`config.mk`:
```
export PLATFORM = sky130hd
export DESIGN_NAME = ecc_err_bank
export DESIGN_NICKNAME = d
export VERILOG_FILES = /design/src/rtl/ecc_err_bank_pkg.sv /design/src/rtl/err_slot.sv /design/src/rtl/err_pick.sv /design/src/rtl/err_notify.sv /design/src/rtl/ecc_err_bank.sv
export SDC_FILE = /design/constraint.sdc
export NUM_CORES = 1
export LEC_CHECK = 0
export ABC_CLOCK_PERIOD_IN_PS = 3200
export CORE_UTILIZATION = 52
export CTS_CLUSTER_DIAMETER = 60
export DETAILED_ROUTE_END_ITERATION = 8
export HOLD_SLACK_MARGIN = 0.15
export PLACE_DENSITY = 0.78
export SYNTH_ARGS = -nofsm -noshare
export SYNTH_HDL_FRONTEND = slang
export SYNTH_HIERARCHICAL = 1
export SYNTH_SLANG_ARGS = --single-unit
```
`constraint.sdc`:
```
create_clock -name clk -period 3.2 [get_ports clk]
set_input_delay 0.32 -clock clk [delete_from_list [all_inputs] [get_ports clk]]
set_output_delay 0.32 -clock clk [all_outputs]
set_load 0.02 [all_outputs]
```
`src/rtl/ecc_err_bank_pkg.sv`:
```
package ecc_err_bank_pkg;
  typedef enum logic {VERDICT_SOFT = 1'b0, VERDICT_HARD = 1'b1} verdict_e;

  function automatic int unsigned idx_width(input int unsigned n);
    return (n > 1) ? $clog2(n) : 1;
  endfunction
endpackage

```
`src/rtl/err_slot.sv`:
```
module err_slot #(
  parameter int AW = 10
) (
  input  logic          clk,
  input  logic          rst,
  input  logic          alloc,
  input  logic [AW-1:0] alloc_addr,
  input  logic          cls_we,
  input  logic          cls_hard,
  input  logic [AW-1:0] qry_addr,
  input  logic [AW-1:0] rpt_addr,
  output logic          valid,
  output logic          hard,
  output logic [AW-1:0] addr,
  output logic          q_hit,
  output logic          r_hit
);
  always_ff @(posedge clk) begin
    if (rst) begin
      valid <= 1'b0;
      hard  <= 1'b0;
      addr  <= '0;
    end else if (alloc) begin
      valid <= 1'b1;
      hard  <= 1'b0;
      addr  <= alloc_addr;
    end else if (cls_we && valid && !hard) begin
      if (cls_hard == ecc_err_bank_pkg::VERDICT_HARD) hard <= 1'b1;
      else valid <= 1'b0;
    end
  end

  assign q_hit = valid && (addr == qry_addr);
  assign r_hit = valid && (addr == rpt_addr);
endmodule

```
`src/rtl/err_pick.sv`:
```
module err_pick #(
  parameter int N = 3
) (
  input  logic [N-1:0] free_vec,
  output logic [N-1:0] grant
);
  always_comb begin
    grant = '0;
    for (int i = N - 1; i >= 0; i--)
      if (free_vec[i]) grant = N'(1) << i;
  end
endmodule

```
`src/rtl/err_notify.sv`:
```
module err_notify (
  input  logic       clk,
  input  logic       rst,
  input  logic       rpt_valid,
  input  logic       rpt_uncorr,
  input  logic [1:0] cfg_notify,
  output logic       irq_corr,
  output logic       irq_uncorr
);
  always_ff @(posedge clk) begin
    if (rst) begin
      irq_corr   <= 1'b0;
      irq_uncorr <= 1'b0;
    end else begin
      irq_corr   <= rpt_valid && !rpt_uncorr && (cfg_notify != 2'b00);
      irq_uncorr <= rpt_valid && rpt_uncorr;
    end
  end
endmodule

```
`src/rtl/ecc_err_bank.sv`:
```
module ecc_err_bank #(
  parameter int ENTRIES = 3,
  parameter int AW      = 10,
  localparam int IW     = ecc_err_bank_pkg::idx_width(ENTRIES)
) (
  input  logic          clk,
  input  logic          rst,
  input  logic          rpt_valid,
  input  logic [AW-1:0] rpt_addr,
  input  logic          rpt_uncorr,
  input  logic [1:0]    cfg_notify,
  input  logic [AW-1:0] qry_addr,
  output logic          qry_blocked,
  input  logic [IW-1:0] sw_sel,
  output logic          sw_rd_valid,
  output logic          sw_rd_hard,
  output logic [AW-1:0] sw_rd_addr,
  input  logic          sw_cls_we,
  input  logic          sw_cls_hard,
  input  logic          sw_ovf_clr,
  output logic          ovf_flag,
  output logic          irq_corr,
  output logic          irq_uncorr
);
  logic [ENTRIES-1:0] ent_valid, ent_hard, q_hits, r_hits, grant, alloc_vec, cls_vec;
  logic [AW-1:0]      ent_addr [ENTRIES];
  logic               dup, full, take, spill;

  assign dup   = |r_hits;
  assign full  = &ent_valid;
  assign take  = rpt_valid && !dup && !full;
  assign spill = rpt_valid && !dup && full;

  err_pick #(.N(ENTRIES)) u_pick (.free_vec(~ent_valid), .grant(grant));

  assign alloc_vec = take ? grant : '0;

  for (genvar g = 0; g < ENTRIES; g++) begin : g_slot
    assign cls_vec[g] = sw_cls_we && (32'(sw_sel) == g);
    err_slot #(.AW(AW)) u_slot (
      .clk(clk), .rst(rst),
      .alloc(alloc_vec[g]), .alloc_addr(rpt_addr),
      .cls_we(cls_vec[g]), .cls_hard(sw_cls_hard),
      .qry_addr(qry_addr), .rpt_addr(rpt_addr),
      .valid(ent_valid[g]), .hard(ent_hard[g]), .addr(ent_addr[g]),
      .q_hit(q_hits[g]), .r_hit(r_hits[g])
    );
  end

  assign qry_blocked = |q_hits;

  always_comb begin
    sw_rd_valid = 1'b0;
    sw_rd_hard  = 1'b0;
    sw_rd_addr  = '0;
    for (int i = 0; i < ENTRIES; i++) begin
      if (32'(sw_sel) == i) begin
        sw_rd_valid = ent_valid[i];
        sw_rd_hard  = ent_hard[i];
        sw_rd_addr  = ent_addr[i];
      end
    end
  end

  always_ff @(posedge clk) begin
    if (rst)             ovf_flag <= 1'b0;
    else if (spill)      ovf_flag <= 1'b1;
    else if (sw_ovf_clr) ovf_flag <= 1'b0;
  end

  err_notify u_notify (
    .clk(clk), .rst(rst), .rpt_valid(rpt_valid), .rpt_uncorr(rpt_uncorr),
    .cfg_notify(cfg_notify), .irq_corr(irq_corr), .irq_uncorr(irq_uncorr)
  );
endmodule

```
## Yosys cells after proc, flatten, opt, wreduce, memory -nomap -nowiden

Cells that the tools add are included.

- Reductions and logical operators: 45
- Bitwise operators: 1
- Multiplexer cells: 22
- Eq/ne operators: 11

Operator list:

| kind | number |
|---|---|
| == test 10 bit | 6 |
| two-way mux 10 bit | 3 |
| logical AND 1 bit | 21 |
| two-way mux 1 bit | 15 |
| two-way mux 3 bit | 4 |
| AND reduction 2 bit | 6 |
| nonzero test 2 bit | 5 |
| logical NOT 1 bit | 6 |
| != test 2 x 1 -> 1 bit, second input constant | 3 |
| OR reduction 2 bit | 3 |
| OR reduction 3 bit | 2 |
| inverter 3 bit | 1 |
| AND reduction 3 bit | 1 |
| == test 2 x 1 -> 1 bit, second input constant | 1 |
| == test 2 bit, second input constant | 1 |
| logical NOT 2 bit | 1 |

- Register bits after elaboration: 39
- Output and inout port bits: 16
- Logic and storage cells: 91

## Longest topological paths before layout

- Depth in word-level cells: 9
- Depth in mapped cells: 8
- Mapped depth without buffers: 7

## Hierarchy

The synthesis kept the hierarchy.

Modules (own cells, without submodules):

| module | instances | cells an instance | seq. area each (µm²) | area an instance (µm²) |
|---|---|---|---|---|
| err_slot | 3 | 67 | 240.2 | 641.9 |
| ecc_err_bank | 1 | 46 | 20.0 | 377.9 |
| err_notify | 1 | 5 | 40.0 | 68.8 |
| err_pick | 1 | 3 | 0.0 | 26.3 |

## Worst setup path before layout

No wires, ideal clock.

- Path type: flip-flop to flip-flop
- Start point: register g_slot[1].u_slot.addr[7]
- End point: register g_slot[1].u_slot.addr[0]
- Clock period less this slack: 2.122 ns
- Stages on the path, launching flop included: 9
- Slack: 1.078 ns
- Path buffers: 1
- Arrival: 1.994 ns
- Cells stage by stage: dfxtp_1 > xnor2_1 > nand4_1 > nor3_1 > or4b_4 > nor3b_1 > buf_6 > mux2i_1 > nor2_1

- Longest elaborated chain between the ends: 7

Ends and longest elaborated chain:

| element | RTL line | source |
|---|---|---|
| from (decl) | err_slot.sv:14 | `output logic [AW-1:0] addr,` |
| from (signal assigned) | err_slot.sv:26 | `addr <= alloc_addr;` |
| == test 10 bit | err_slot.sv:34 | `assign r_hit = valid && (addr == rpt_addr);` |
| logical AND 1 bit | err_slot.sv:34 |  |
| named net r_hits[1] | ecc_err_bank.sv:25 | `logic [ENTRIES-1:0] ent_valid, ent_hard, q_hits, r_hits, grant, alloc_vec, cls_vec;` |
| OR reduction 3 bit | ecc_err_bank.sv:29 | `assign dup = \|r_hits;` |
| logical NOT 1 bit | ecc_err_bank.sv:31 | `assign take = rpt_valid && !dup && !full;` |
| logical AND 1 bit (2 in a row) | ecc_err_bank.sv:31 |  |
| two-way mux 3 bit | ecc_err_bank.sv:36 | `assign alloc_vec = take ? grant : '0;` |
| named net alloc_vec[1] | ecc_err_bank.sv:25 |  |

The timed path passes the listed nets, and every way through them passes these cells.
A chain may end at the register's enable or synchronous reset.

## Worst setup path after layout

- Start point: input sw_sel[0]
- End point: output sw_rd_addr[6]

- Longest elaborated chain between the ends: 4

Ends and longest elaborated chain:

| element | RTL line | source |
|---|---|---|
| from (decl) | ecc_err_bank.sv:14 | `input logic [IW-1:0] sw_sel,` |
| logical NOT 2 bit | ecc_err_bank.sv:57 | `if (32'(sw_sel) == i) begin` |
| two-way mux 10 bit (2 in a row) | ecc_err_bank.sv:57 |  |
| two-way mux 10 bit * | ecc_err_bank.sv:57 |  |
| to (decl) | ecc_err_bank.sv:17 | `output logic [AW-1:0] sw_rd_addr,` |

Every way passes the cells marked *; elsewhere a longest branch is shown, timed or not.

==> flow_metrics.tcl <==
set metrics [dict create \
    cts_buffers 5 \
    hold_end "ovf_flag$_SDFFE_PP0P_" \
    crit_required_ns 2.88 \
    fin_crit_ns 2.70 \
    die_h_um 69.9 \
    grt_pass1_vias 1950 \
    drt_iter0_markers 150 \
    synth_cells 255 \
    cap_violations 0 \
    cts_max_level 2 \
    die-area_sq_um 4890 \
    r2r_end "g_slot[2].u_slot/addr[9]$_SDFFE_PP0P_" \
    gp_congestion 0.858 \
    diodes 0 \
    die_x_um 69.9 \
    cts_hold_buf 0 \
    cts_tree "built" \
    use_met3_pct 3.61 \
    holdWs_ns 0.486 \
    core_sq_um 4380 \
    synth.distinct_cells 28 \
    syn-cell-area_sq_um 2400 \
    rrSetupSlack_ns 1.06 \
    clock_skew_ns 0.00369 \
    clock_sinks 39 \
    synth.ff_latch_count 39 \
    hold_path.class "reg -> reg" \
    synth_warnings 6 \
    port_buffers 46 \
    ant_nets 0 \
    setup_viol 0 \
    slew_violations 0 \
    start_util_pct 54.7 \
    grt_pass1_wl_um 9730 \
    placed_cell_area_sq_um 2930 \
    holdPathStages 2 \
    flow.area_growth_from_synthesis_pct 25.7 \
    path_max_fanout 9 \
    tightest_slew_ns 0.729 \
    maxSlewHeadroom_pct 51.2 \
    nets 337 \
    wl_per_cell_um 16.5 \
    ctsResizeCount 0 \
    crit_path_frequent_cell "clkdlybuf4s50_1" \
    dp_hpwl_um 4330 \
    stdcell_count 359 \
    gr-usage-all-layers_pct 25.5 \
    min-delay-start "ovf_flag$_SDFFE_PP0P_" \
    critPathMaxStageDelay_ns 0.83 \
    cp_slowest_cell "clkdlybuf4s50_1" \
    synth_top_area_share_pct 32.6 \
    dr.pass1.iters 4 \
    finalHoldViolCount 0 \
    synth-seq-area-share_pct 32.6 \
    dp.cells 351 \
    reg2reg_from "g_slot[1].u_slot/addr[2]$_SDFFE_PP0P_" \
    grt_max_degree 22 \
    post-route-util_pct 68.8 \
    drc 0 \
    row_count 24 \
    synthFlopType "dfxtp_1" \
    crit_arrival_ns 2.38 \
    critPathKind "in -> out" \
    status "complete, no violations" \
    synth_area_per_cell_sq_um 9.41 \
    gr-total-overflow 0 \
    rsz0062_at_grt "no" \
    synthArstFlopShare_pct 0 \
    p_leak_nw 0.987 \
    end_kind "output pin" \
    vdd.ir_drop.worst_mv 0.246 \
    busiest_layer "met2" \
    clockRootBuffer "clkbuf_8" \
    post_cts_buffers 0 \
    clkTransAtPathRegs_ns 0.07 \
    cp_cell_sequence "clkdlybuf4s50_1 -> buf_4 -> mux2i_1 -> o2bb2ai_1 -> clkdlybuf4s50_1" \
    antenna_found_initial 0 \
    layout-drive-gt1-share_pct 7.17 \
    syn-num-nets 286 \
    nFillCells 352 \
    r2r_cells 8 \
    startpoint_type "input port" \
    yosys-top-cells-area "dfxtp_1 33%, xnor2_1 22%, mux2i_1 18%" \
    grtUsageMet1_pct 34.3 \
    finalSetupTns_ns 0 \
    ios 47 \
    met2_usage_pct 41.0 \
    wl_um 5920 \
    yosysTopAreaCell "dfxtp_1" \
    fin_area_sq_um 3010 \
    vias 2000 \
    fmax_mhz 371 \
    period_share_pct 84.3 \
    vias_per_cell 5.57 \
    clock_latency_ns 0.29 \
    clockBufferDepth 2 \
    power_density_nw_per_um2 361 \
    synth_edf_count 0 \
]
-- routing by layer --
layer  wire, um  share of wire, %  vias to the layer above
met5          0                 0                        -
met4         82               1.4                        0
met3        239               4.0                        7
met2       2780                47                       51
met1       2810                48                      949
li1           -                 -                      993
-- critical path, delay by kind of cell --
kind	cells	cell delay, ns
AOI/OAI and AO/OA	1	0.19
muxes	1	0.10
buffers and inverters	3	1.76
-- registers in the layout, indices dropped and copies added (netlist names) --
register and flops:
g_slot.u_slot/addr 30, u_notify/irq_uncorr 1, ovf_flag 1, u_notify/irq_corr 1
g_slot.u_slot/hard 3, g_slot.u_slot/valid 3
-- how the worst max path moves through the flow --
| stage | from | to | depth (start not counted) |
|---|---|---|---|
| 2_1_floorplan | g_slot[1].u_slot/addr[7]$_SDFFE_PP0P_ | g_slot[1].u_slot/addr[0]$_SDFFE_PP0P_ | 8 |
| 3_3_place_gp | sw_sel[0] | sw_rd_addr[6] | 5 |
| 3_5_place_dp | rpt_addr[7] | g_slot[2].u_slot/addr[8]$_SDFFE_PP0P_ | 9 |
| 4_1_cts | sw_sel[0] | sw_rd_addr[6] | 5 |
| 5_1_grt | sw_sel[0] | sw_rd_addr[6] | 5 |
| 6_report | sw_sel[0] | sw_rd_addr[6] | 5 |
-- cell usage after synthesis, types with 2 or more instances --
| library cell | number |
|---|---|
| buf_6 | 3 |
| clkbuf_1 | 4 |
| nand3_1 | 6 |
| o2bb2ai_1 | 12 |
| a31oi_1 | 3 |
| buf_4 | 2 |
| nor2_1 | 35 |
| nand4_1 | 12 |
| buf_2 | 2 |
| dfxtp_1 | 39 |
| inv_1 | 4 |
| nor3_1 | 9 |
| xnor2_1 | 60 |
| or3b_1 | 3 |
| mux2i_1 | 42 |
| nor3b_1 | 4 |
| nor2b_1 | 2 |
| a21oi_1 | 3 |
-- cell families after synthesis --
family	count (synthesis)	synth area share, %
flip-flops	39	32.6
XOR/XNOR	60	21.9
AND/OR/NAND/NOR	80	18.2
multiplexers	42	17.5
buffers and inverters	15	3.70
AO/OA/AOI/OAI	19	6.16
-- power breakdown --
part	switching (W)	leakage (nW)	internal, W
Clock	0.000163	0.0422	0.000153
Combinational	0.000113	0.628	0.000129
Sequential	0.0000279	0.317	0.000503
-- layout make-up --
type	count	area, sq um	area share (%)
clock inverter	1	5.00	0.166
tap	52	65.1	2.16
timing repair buffer	55	528	17.5
multi-input combinational	201	1540	51.2
inverter	4	15.0	0.498
clock buffer	7	76.3	2.53
sequential	39	781	25.9
-- layout by cell type, fill, tap and decap left out, drive strengths merged --
cell type / n
and3b: 2
nand4: 12
or4b: 1
nor4b: 1
nand3: 6
dfxtp: 39
or3: 1
clkbuf: 7
clkdlybuf4s50: 46
and3: 1
a31oi: 3
nor2b: 2
o32ai: 1
clkinv: 1
nor3b: 5
o2bb2ai: 12
nand2: 1
nor3: 9
nor2: 35
mux2i: 42
or3b: 3
xnor2: 60
a21oi: 3
buf: 9
inv: 4
nand4b: 1
-- through the flow --
| step | setup slack [ns] | total power (W) |
|---|---|---|
| finish | 0.504 | 0.00109 |
| global route | 0.448 | 0.00114 |
| CTS | 0.531 | 0.00110 |
| detailed placement | 0.534 | 0.000781 |
| global placement | 0.548 | 0.000778 |
| floorplan | 1.08 | 0.000677 |
Power figures use the tool's default switching activity.
